==> src/rtl/iexu_pkg.sv <==
package iexu_pkg;
  localparam int unsigned XW    = 32;
  localparam int unsigned IMM_W = 16;
  localparam int unsigned SHW   = $clog2(XW);
  localparam int unsigned PAD_W = XW - IMM_W;

  localparam logic [5:0] MAJ_RR    = 6'h38;
  localparam logic [5:0] MAJ_ADDI  = 6'h27;
  localparam logic [5:0] MAJ_ANDI  = 6'h29;
  localparam logic [5:0] MAJ_ORI   = 6'h2a;
  localparam logic [5:0] MAJ_XORI  = 6'h2b;
  localparam logic [5:0] MAJ_MOVHI = 6'h06;
  localparam logic [6:0] CMP_REG   = 7'h72;
  localparam logic [6:0] CMP_IMM   = 7'h5e;

  typedef enum logic [3:0] {
    OP_NONE, OP_ADD, OP_ADDC, OP_SUB, OP_AND, OP_OR, OP_XOR,
    OP_SLL, OP_SRL, OP_SRA, OP_PASSB, OP_CMP
  } alu_op_e;

  typedef enum logic [3:0] {
    CC_EQ  = 4'h0, CC_NE  = 4'h1, CC_GTU = 4'h2, CC_GEU = 4'h3,
    CC_LTU = 4'h4, CC_LEU = 4'h5, CC_GTS = 4'ha, CC_GES = 4'hb,
    CC_LTS = 4'hc, CC_LES = 4'hd
  } cmp_cond_e;

  typedef struct packed {
    alu_op_e   op;
    cmp_cond_e cond;
    logic      wr_reg;
    logic      upd_cy;
    logic      upd_f;
  } ctl_t;
endpackage

==> src/rtl/iexu_decode.sv <==
module iexu_decode
  import iexu_pkg::*;
(
  input  logic [31:0]   instr,
  input  logic [XW-1:0] opb,
  output ctl_t          ctl,
  output logic [XW-1:0] opnd_b
);
  logic [IMM_W-1:0] imm;
  logic [XW-1:0]    imm_sx;
  logic [XW-1:0]    imm_zx;
  logic [5:0]       major;
  logic [5:0]       rr_sel;
  logic [3:0]       cc;
  logic             cc_ok;

  assign imm    = instr[IMM_W-1:0];
  assign imm_sx = {{PAD_W{imm[IMM_W-1]}}, imm};
  assign imm_zx = {{PAD_W{1'b0}}, imm};
  assign major  = instr[31:26];
  assign rr_sel = {instr[9:8], instr[3:0]};
  assign cc     = instr[24:21];
  assign cc_ok  = (cc <= 4'h5) || ((cc >= 4'ha) && (cc <= 4'hd));

  always_comb begin
    ctl    = '{op: OP_NONE, cond: CC_EQ, wr_reg: 1'b0, upd_cy: 1'b0, upd_f: 1'b0};
    opnd_b = opb;
    if ((instr[31:25] == CMP_REG) && cc_ok) begin
      ctl.op    = OP_CMP;
      ctl.cond  = cmp_cond_e'(cc);
      ctl.upd_f = 1'b1;
    end else if ((instr[31:25] == CMP_IMM) && cc_ok) begin
      ctl.op    = OP_CMP;
      ctl.cond  = cmp_cond_e'(cc);
      ctl.upd_f = 1'b1;
      opnd_b    = imm_sx;
    end else begin
      unique case (major)
        MAJ_RR: begin
          ctl.wr_reg = 1'b1;
          case (rr_sel)
            6'h00:   begin ctl.op = OP_ADD;  ctl.upd_cy = 1'b1; end
            6'h01:   begin ctl.op = OP_ADDC; ctl.upd_cy = 1'b1; end
            6'h02:   ctl.op = OP_SUB;
            6'h03:   ctl.op = OP_AND;
            6'h04:   ctl.op = OP_OR;
            6'h05:   ctl.op = OP_XOR;
            6'h08:   ctl.op = OP_SLL;
            6'h18:   ctl.op = OP_SRL;
            6'h28:   ctl.op = OP_SRA;
            default: ctl.wr_reg = 1'b0;
          endcase
        end
        MAJ_ADDI: begin
          ctl.op = OP_ADD; ctl.wr_reg = 1'b1; ctl.upd_cy = 1'b1; opnd_b = imm_sx;
        end
        MAJ_ANDI: begin ctl.op = OP_AND; ctl.wr_reg = 1'b1; opnd_b = imm_zx; end
        MAJ_ORI:  begin ctl.op = OP_OR;  ctl.wr_reg = 1'b1; opnd_b = imm_zx; end
        MAJ_XORI: begin ctl.op = OP_XOR; ctl.wr_reg = 1'b1; opnd_b = imm_sx; end
        MAJ_MOVHI: begin
          ctl.op = OP_PASSB; ctl.wr_reg = 1'b1; opnd_b = {imm, {PAD_W{1'b0}}};
        end
        default: ;
      endcase
    end
  end
endmodule

==> src/rtl/iexu_cmp.sv <==
module iexu_cmp
  import iexu_pkg::*;
(
  input  cmp_cond_e     cond,
  input  logic [XW-1:0] a,
  input  logic [XW-1:0] b,
  output logic          holds
);
  logic eq, lt_u, lt_s;

  assign eq   = (a == b);
  assign lt_u = (a < b);
  assign lt_s = ($signed(a) < $signed(b));

  always_comb begin
    unique case (cond)
      CC_EQ:   holds = eq;
      CC_NE:   holds = !eq;
      CC_GTU:  holds = !lt_u && !eq;
      CC_GEU:  holds = !lt_u;
      CC_LTU:  holds = lt_u;
      CC_LEU:  holds = lt_u || eq;
      CC_GTS:  holds = !lt_s && !eq;
      CC_GES:  holds = !lt_s;
      CC_LTS:  holds = lt_s;
      CC_LES:  holds = lt_s || eq;
      default: holds = 1'b0;
    endcase
  end
endmodule

==> src/rtl/iexu_alu.sv <==
module iexu_alu
  import iexu_pkg::*;
(
  input  alu_op_e       op,
  input  logic [XW-1:0] a,
  input  logic [XW-1:0] b,
  input  logic          cin,
  output logic [XW-1:0] res,
  output logic          cout
);
  logic [XW:0]    sum_w;
  logic           cin_eff;
  logic [SHW-1:0] amt;

  assign cin_eff = (op == OP_ADDC) ? cin : 1'b0;
  assign sum_w   = {1'b0, a} + {1'b0, b} + {{XW{1'b0}}, cin_eff};
  assign cout    = sum_w[XW];
  assign amt     = b[SHW-1:0];

  always_comb begin
    unique case (op)
      OP_ADD, OP_ADDC: res = sum_w[XW-1:0];
      OP_SUB:          res = a - b;
      OP_AND:          res = a & b;
      OP_OR:           res = a | b;
      OP_XOR:          res = a ^ b;
      OP_SLL:          res = a << amt;
      OP_SRL:          res = a >> amt;
      OP_SRA:          res = $unsigned($signed(a) >>> amt);
      OP_PASSB:        res = b;
      default:         res = '0;
    endcase
  end
endmodule

==> src/rtl/iexu_flags.sv <==
module iexu_flags (
  input  logic clk,
  input  logic rst_n,
  input  logic en,
  input  logic upd_cy,
  input  logic cy_d,
  input  logic upd_f,
  input  logic f_d,
  output logic cy_q,
  output logic f_q
);
  logic cy_nxt, f_nxt;

  always_comb begin
    cy_nxt = cy_q;
    f_nxt  = f_q;
    if (en && upd_cy) cy_nxt = cy_d;
    if (en && upd_f)  f_nxt  = f_d;
  end

  always_ff @(posedge clk or negedge rst_n) begin
    if (!rst_n) begin
      cy_q <= 1'b0;
      f_q  <= 1'b0;
    end else begin
      cy_q <= cy_nxt;
      f_q  <= f_nxt;
    end
  end
endmodule

==> src/rtl/int_exec_unit.sv <==
module int_exec_unit
  import iexu_pkg::*;
(
  input  logic          clk,
  input  logic          rst_n,
  input  logic          exe_valid,
  input  logic [31:0]   instr,
  input  logic [XW-1:0] opa,
  input  logic [XW-1:0] opb,
  output logic [XW-1:0] result,
  output logic          rd_we,
  output logic          carry,
  output logic          flag
);
  logic [1:0]    rst_sync;
  logic          rst_int_n;
  ctl_t          ctl;
  logic [XW-1:0] opnd_b;
  logic          alu_cout;
  logic          cmp_holds;

  always_ff @(posedge clk or negedge rst_n) begin
    if (!rst_n) rst_sync <= 2'b00;
    else        rst_sync <= {rst_sync[0], 1'b1};
  end
  assign rst_int_n = rst_sync[1];

  iexu_decode i_decode (
    .instr (instr),
    .opb   (opb),
    .ctl   (ctl),
    .opnd_b(opnd_b)
  );

  iexu_alu i_alu (
    .op  (ctl.op),
    .a   (opa),
    .b   (opnd_b),
    .cin (carry),
    .res (result),
    .cout(alu_cout)
  );

  iexu_cmp i_cmp (
    .cond (ctl.cond),
    .a    (opa),
    .b    (opnd_b),
    .holds(cmp_holds)
  );

  iexu_flags i_flags (
    .clk   (clk),
    .rst_n (rst_int_n),
    .en    (exe_valid),
    .upd_cy(ctl.upd_cy),
    .cy_d  (alu_cout),
    .upd_f (ctl.upd_f),
    .f_d   (cmp_holds),
    .cy_q  (carry),
    .f_q   (flag)
  );

  assign rd_we = exe_valid & ctl.wr_reg;
endmodule

==> config.mk <==
export PLATFORM = sky130hd
export DESIGN_NAME = int_exec_unit
export DESIGN_NICKNAME = d
export VERILOG_FILES = /design/src/rtl/iexu_pkg.sv /design/src/rtl/iexu_decode.sv /design/src/rtl/iexu_cmp.sv /design/src/rtl/iexu_alu.sv /design/src/rtl/iexu_flags.sv /design/src/rtl/int_exec_unit.sv
export SDC_FILE = /design/constraint.sdc
export NUM_CORES = 1
export LEC_CHECK = 0
export BUFFER_PORTS_ARGS = -buffer_cell sky130_fd_sc_hd__buf_2
export CAP_MARGIN = 40
export CORE_MARGIN = 2
export CORE_UTILIZATION = 40
export DETAILED_ROUTE_END_ITERATION = 10
export HOLD_SLACK_MARGIN = 0.03
export SLEW_MARGIN = 5
export SYNTH_ARGS = -nofsm -noshare
export SYNTH_HDL_FRONTEND = slang
export SYNTH_SLANG_ARGS = --single-unit
export TNS_END_PERCENT = 1
==> constraint.sdc <==
create_clock -name clk -period 13.5 [get_ports clk]
set_input_delay 2.7 -clock clk [delete_from_list [all_inputs] [get_ports clk]]
set_output_delay 2.7 -clock clk [all_outputs]
set_load 0.02 [all_outputs]
==> results.tsv <==
stage	metric	value	unit
critical_path	crit_buf_inv	5	
floorplan	rows	58	
sta	finalSetupViolations	0	
sta	finalSetupTns	0	ns
synth	synth-seq-cells	4	
synth	ys_warn_count	0	
critical_path	crit_fanout	44	
critical_path	path_cells	buf_2 > nor2b_1 > nand4_1 > o22ai_2 > buf_4 > mux2_4 > inv_2 > ha_1 > nor2_1 > o311ai_0 > a21o_1 > a21oi_1 > a31oi_1 > buf_4 > o21ai_0 > a311oi_1 > o21ai_0 > a31oi_1 > o211ai_1 > buf_2	
drt	vias_per_cell	6.794	
global_routing	grt_pass1_vias	11590	
sta	rsz0062_at_grt	false	
floorplan	ios	134	
drt	vias	13130	
floorplan	die_area	26620	um^2
cts	numCtsBuffers	3	
drt	drtPass1Iterations	7	
drt	wl_per_cell	25.93	um
sta	max_slew.worst_pin.slew	1.015	ns
critical_path	start_kind	input port	
job	cap_violations	0	
synth	async_reset_ff_share	100.0	%
synth	syn-cell-area	10130	um^2
floorplan	initial_core_util	40.47	%
pwr	p_leak	4.995	nW
critical_path	critPathKind	input port to output pin	
cells_and_area	design.final.nets	1803	
cells_and_area	layout_common_cells	175 x nand2_1, 163 x nor2_1, 136 x mux2i_1, 128 x buf_2, 122 x o21ai_0	
cts	cts_root_buffer	clkbuf_16	
critical_path	path_delay_family	compound AO/OA/AOI/OAI gates	
cells_and_area	area_growth	8.643	%
pwr	power_per_cell_area	54.37	nW/um^2
cells_and_area	multi_input_area	9178	um^2
cts	postCtsResizedCells	0	
cells_and_area	final_common_cell	nand2_1	
cells_and_area	drive_gt1_share	13.17	%
sta	fmax	88.71	MHz
sta	finalHoldViolations	0	
critical_path	critical_path_required	10.80	ns
cts	clk_pin_slew_worst_paths	0.03	ns
synth	synth-main-ff-cell	dfrtp_1	
sta	slew_headroom	32.17	%
cts	htreeDepth	1	
critical_path	r2r_setup_slack	9.21	ns
placement	dp_hpwl	39150	um
global_routing	antenna_found_initial	1	
cells_and_area	nFillCells	2710	
drt	dr.first_iter.drc_count	1685	
cts	cts_max_path_buffers	2	
cells_and_area	regArea	100.1	um^2
cts	clock_latency	0.22	ns
global_routing	grt_max_degree	53	
critical_path	max_stage_delay	0.72	ns
hold_path	hp-class	flop to flop	
synth	synth_edf_count	0	
placement	routabilityCongestion	1.047	
critical_path	crit_arrival	8.57	ns
placement	portBuffers	128	
cts	cts_tree	done	
floorplan	design.core.area	25040	um^2
cts	cts.sinks	4	
critical_path	end_kind	output pin	
sta	fin_crit_sh	83.50	%
cts	cts_setup_buffers	0	
sta	report.final.slew_viol_count	0	
synth	synth_cell_types	98	
synth	synth_area_per_cell	6.500	um^2
floorplan	die_x	163.2	um
sta	post-route-min-period	11.27	ns
synth	yosysSeqAreaShare	0.9878	%
pwr	ir_drop	0.03845	mV
sta	skew	0.001667	ns
synth	netlist_instances	1559	
drt	antenna_left	0	
global_routing	grt_remaining_overflow	0	
pwr	total_power	598.6	uW
floorplan	fp.dieH	163.2	um
global_routing	grt_usage	35.94	%
status	status	finished, final reports clean	
synth	synthesis.nets	1758	
drt	finalWirelength	50130	um
global_routing	grt_first_pass_wirelength	73130	um
cts	cts_hold_buf	1	
drt	drc	0	
critical_path	worst_path_max_delay_cell	mux2_4	
[sequential cells by signal (all words and copies together) (netlist names)]
signal,count
i_flags.f_q,1
rst_sync,2
i_flags.cy_q,1
[stage by stage]
| step | hold slack, ns | setup WS (ns) | std cells | cell area, um^2 | utilization (%) |
|---|---|---|---|---|---|
| finish | 0.3623 | 2.227 | 1933 | 11010 | 43.97 |
| global route | 0.3743 | 1.901 | 1932 | 11010 | 43.96 |
| CTS | 0.3685 | 2.378 | 1931 | 11000 | 43.95 |
| detailed placement | 0.02193 | 2.379 | 1927 | 10920 | 43.61 |
| global placement | 0.02416 | 2.423 | 1923 | 10860 | 43.38 |
| floorplan | 0.01105 | 2.858 | 1559 | 10130 | - |
[logic make-up after synthesis]
group | share of synthesized area [%]
compound gates | 37.67
mux | 15.17
flops | 0.9878
fa+ha+maj | 12.57
other cells | 0.03701
simple gates | 23.13
xor+xnor | 1.556
buf+inv | 8.878
[synth_stat cells (13+ instances only)]
library cell / instances / share of area (%)
a211oi_1: 24 / 1.8
a21o_1: 20 / 1.5
a21oi_1: 114 / 5.6
a221oi_1: 21 / 1.8
a22oi_1: 16 / 1.2
a31oi_1: 25 / 1.5
buf_2: 23 / 1.1
clkbuf_1: 73 / 2.7
ha_1: 97 / 12
inv_1: 89 / 3.3
mux2_2: 13 / 1.4
mux2i_1: 136 / 13
nand2_1: 175 / 6.5
nand2b_1: 13 / 0.80
nand3_1: 27 / 1.3
nor2_1: 163 / 6.0
nor3_1: 38 / 1.9
nor4_1: 13 / 0.80
o211ai_1: 32 / 2.4
o21a_1: 15 / 1.1
o21ai_0: 122 / 6.0
o21bai_1: 15 / 1.1
o221ai_1: 18 / 1.6
o22ai_1: 24 / 1.5
xnor2_1: 15 / 1.3
[final timing paths]
| kind | startpoint | endpoint | depth (start not counted) |
|---|---|---|---|
| worst min-delay path | rst_sync[0]$_DFF_PN0_ | rst_sync[1]$_DFF_PN0_ | 0 |
| max in group asynchronous | rst_n | rst_sync[1]$_DFF_PN0_ | 1 |
| worst max-delay path | instr[27] | result[31] | 20 |
| worst min register to register | rst_sync[0]$_DFF_PN0_ | rst_sync[1]$_DFF_PN0_ | 0 |
| worst max register to register | i_flags.cy_q$_DFFE_PN0P_ | i_flags.cy_q$_DFFE_PN0P_ | 13 |
| min in group asynchronous | rst_sync[1]$_DFF_PN0_ | i_flags.cy_q$_DFFE_PN0P_ | 1 |
[power breakdown]
| part | total (mW) | switching [mW] | internal (mW) |
|---|---|---|---|
| registers | 0.0156 | 0.00156 | 0.0141 |
| logic | 0.537 | 0.359 | 0.178 |
| clock network | 0.0461 | 0.00828 | 0.0378 |
[routing by layer]
layer / part of all wire [%] / vias up / track usage [%] / wire length [um]
met5: 0 / - / 0 / 0
met4: 4.2 / 0 / 12.51 / 2083
met3: 13 / 130 / 6.932 / 6331
met2: 43 / 899 / 54.39 / 21420
met1: 40 / 6215 / 50.50 / 20300
li1: - / 5888 / - / -
[cell type report]
type | count | area share (%)
multi-input combinational | 1343 | 83.36
sequential | 4 | 0.9092
inverter | 95 | 3.239
antenna | 1 | 0.02273
timing repair buffer | 157 | 8.035
tap | 330 | 3.750
clock buffer | 3 | 0.6819
Power figures use the tool's default switching activity.
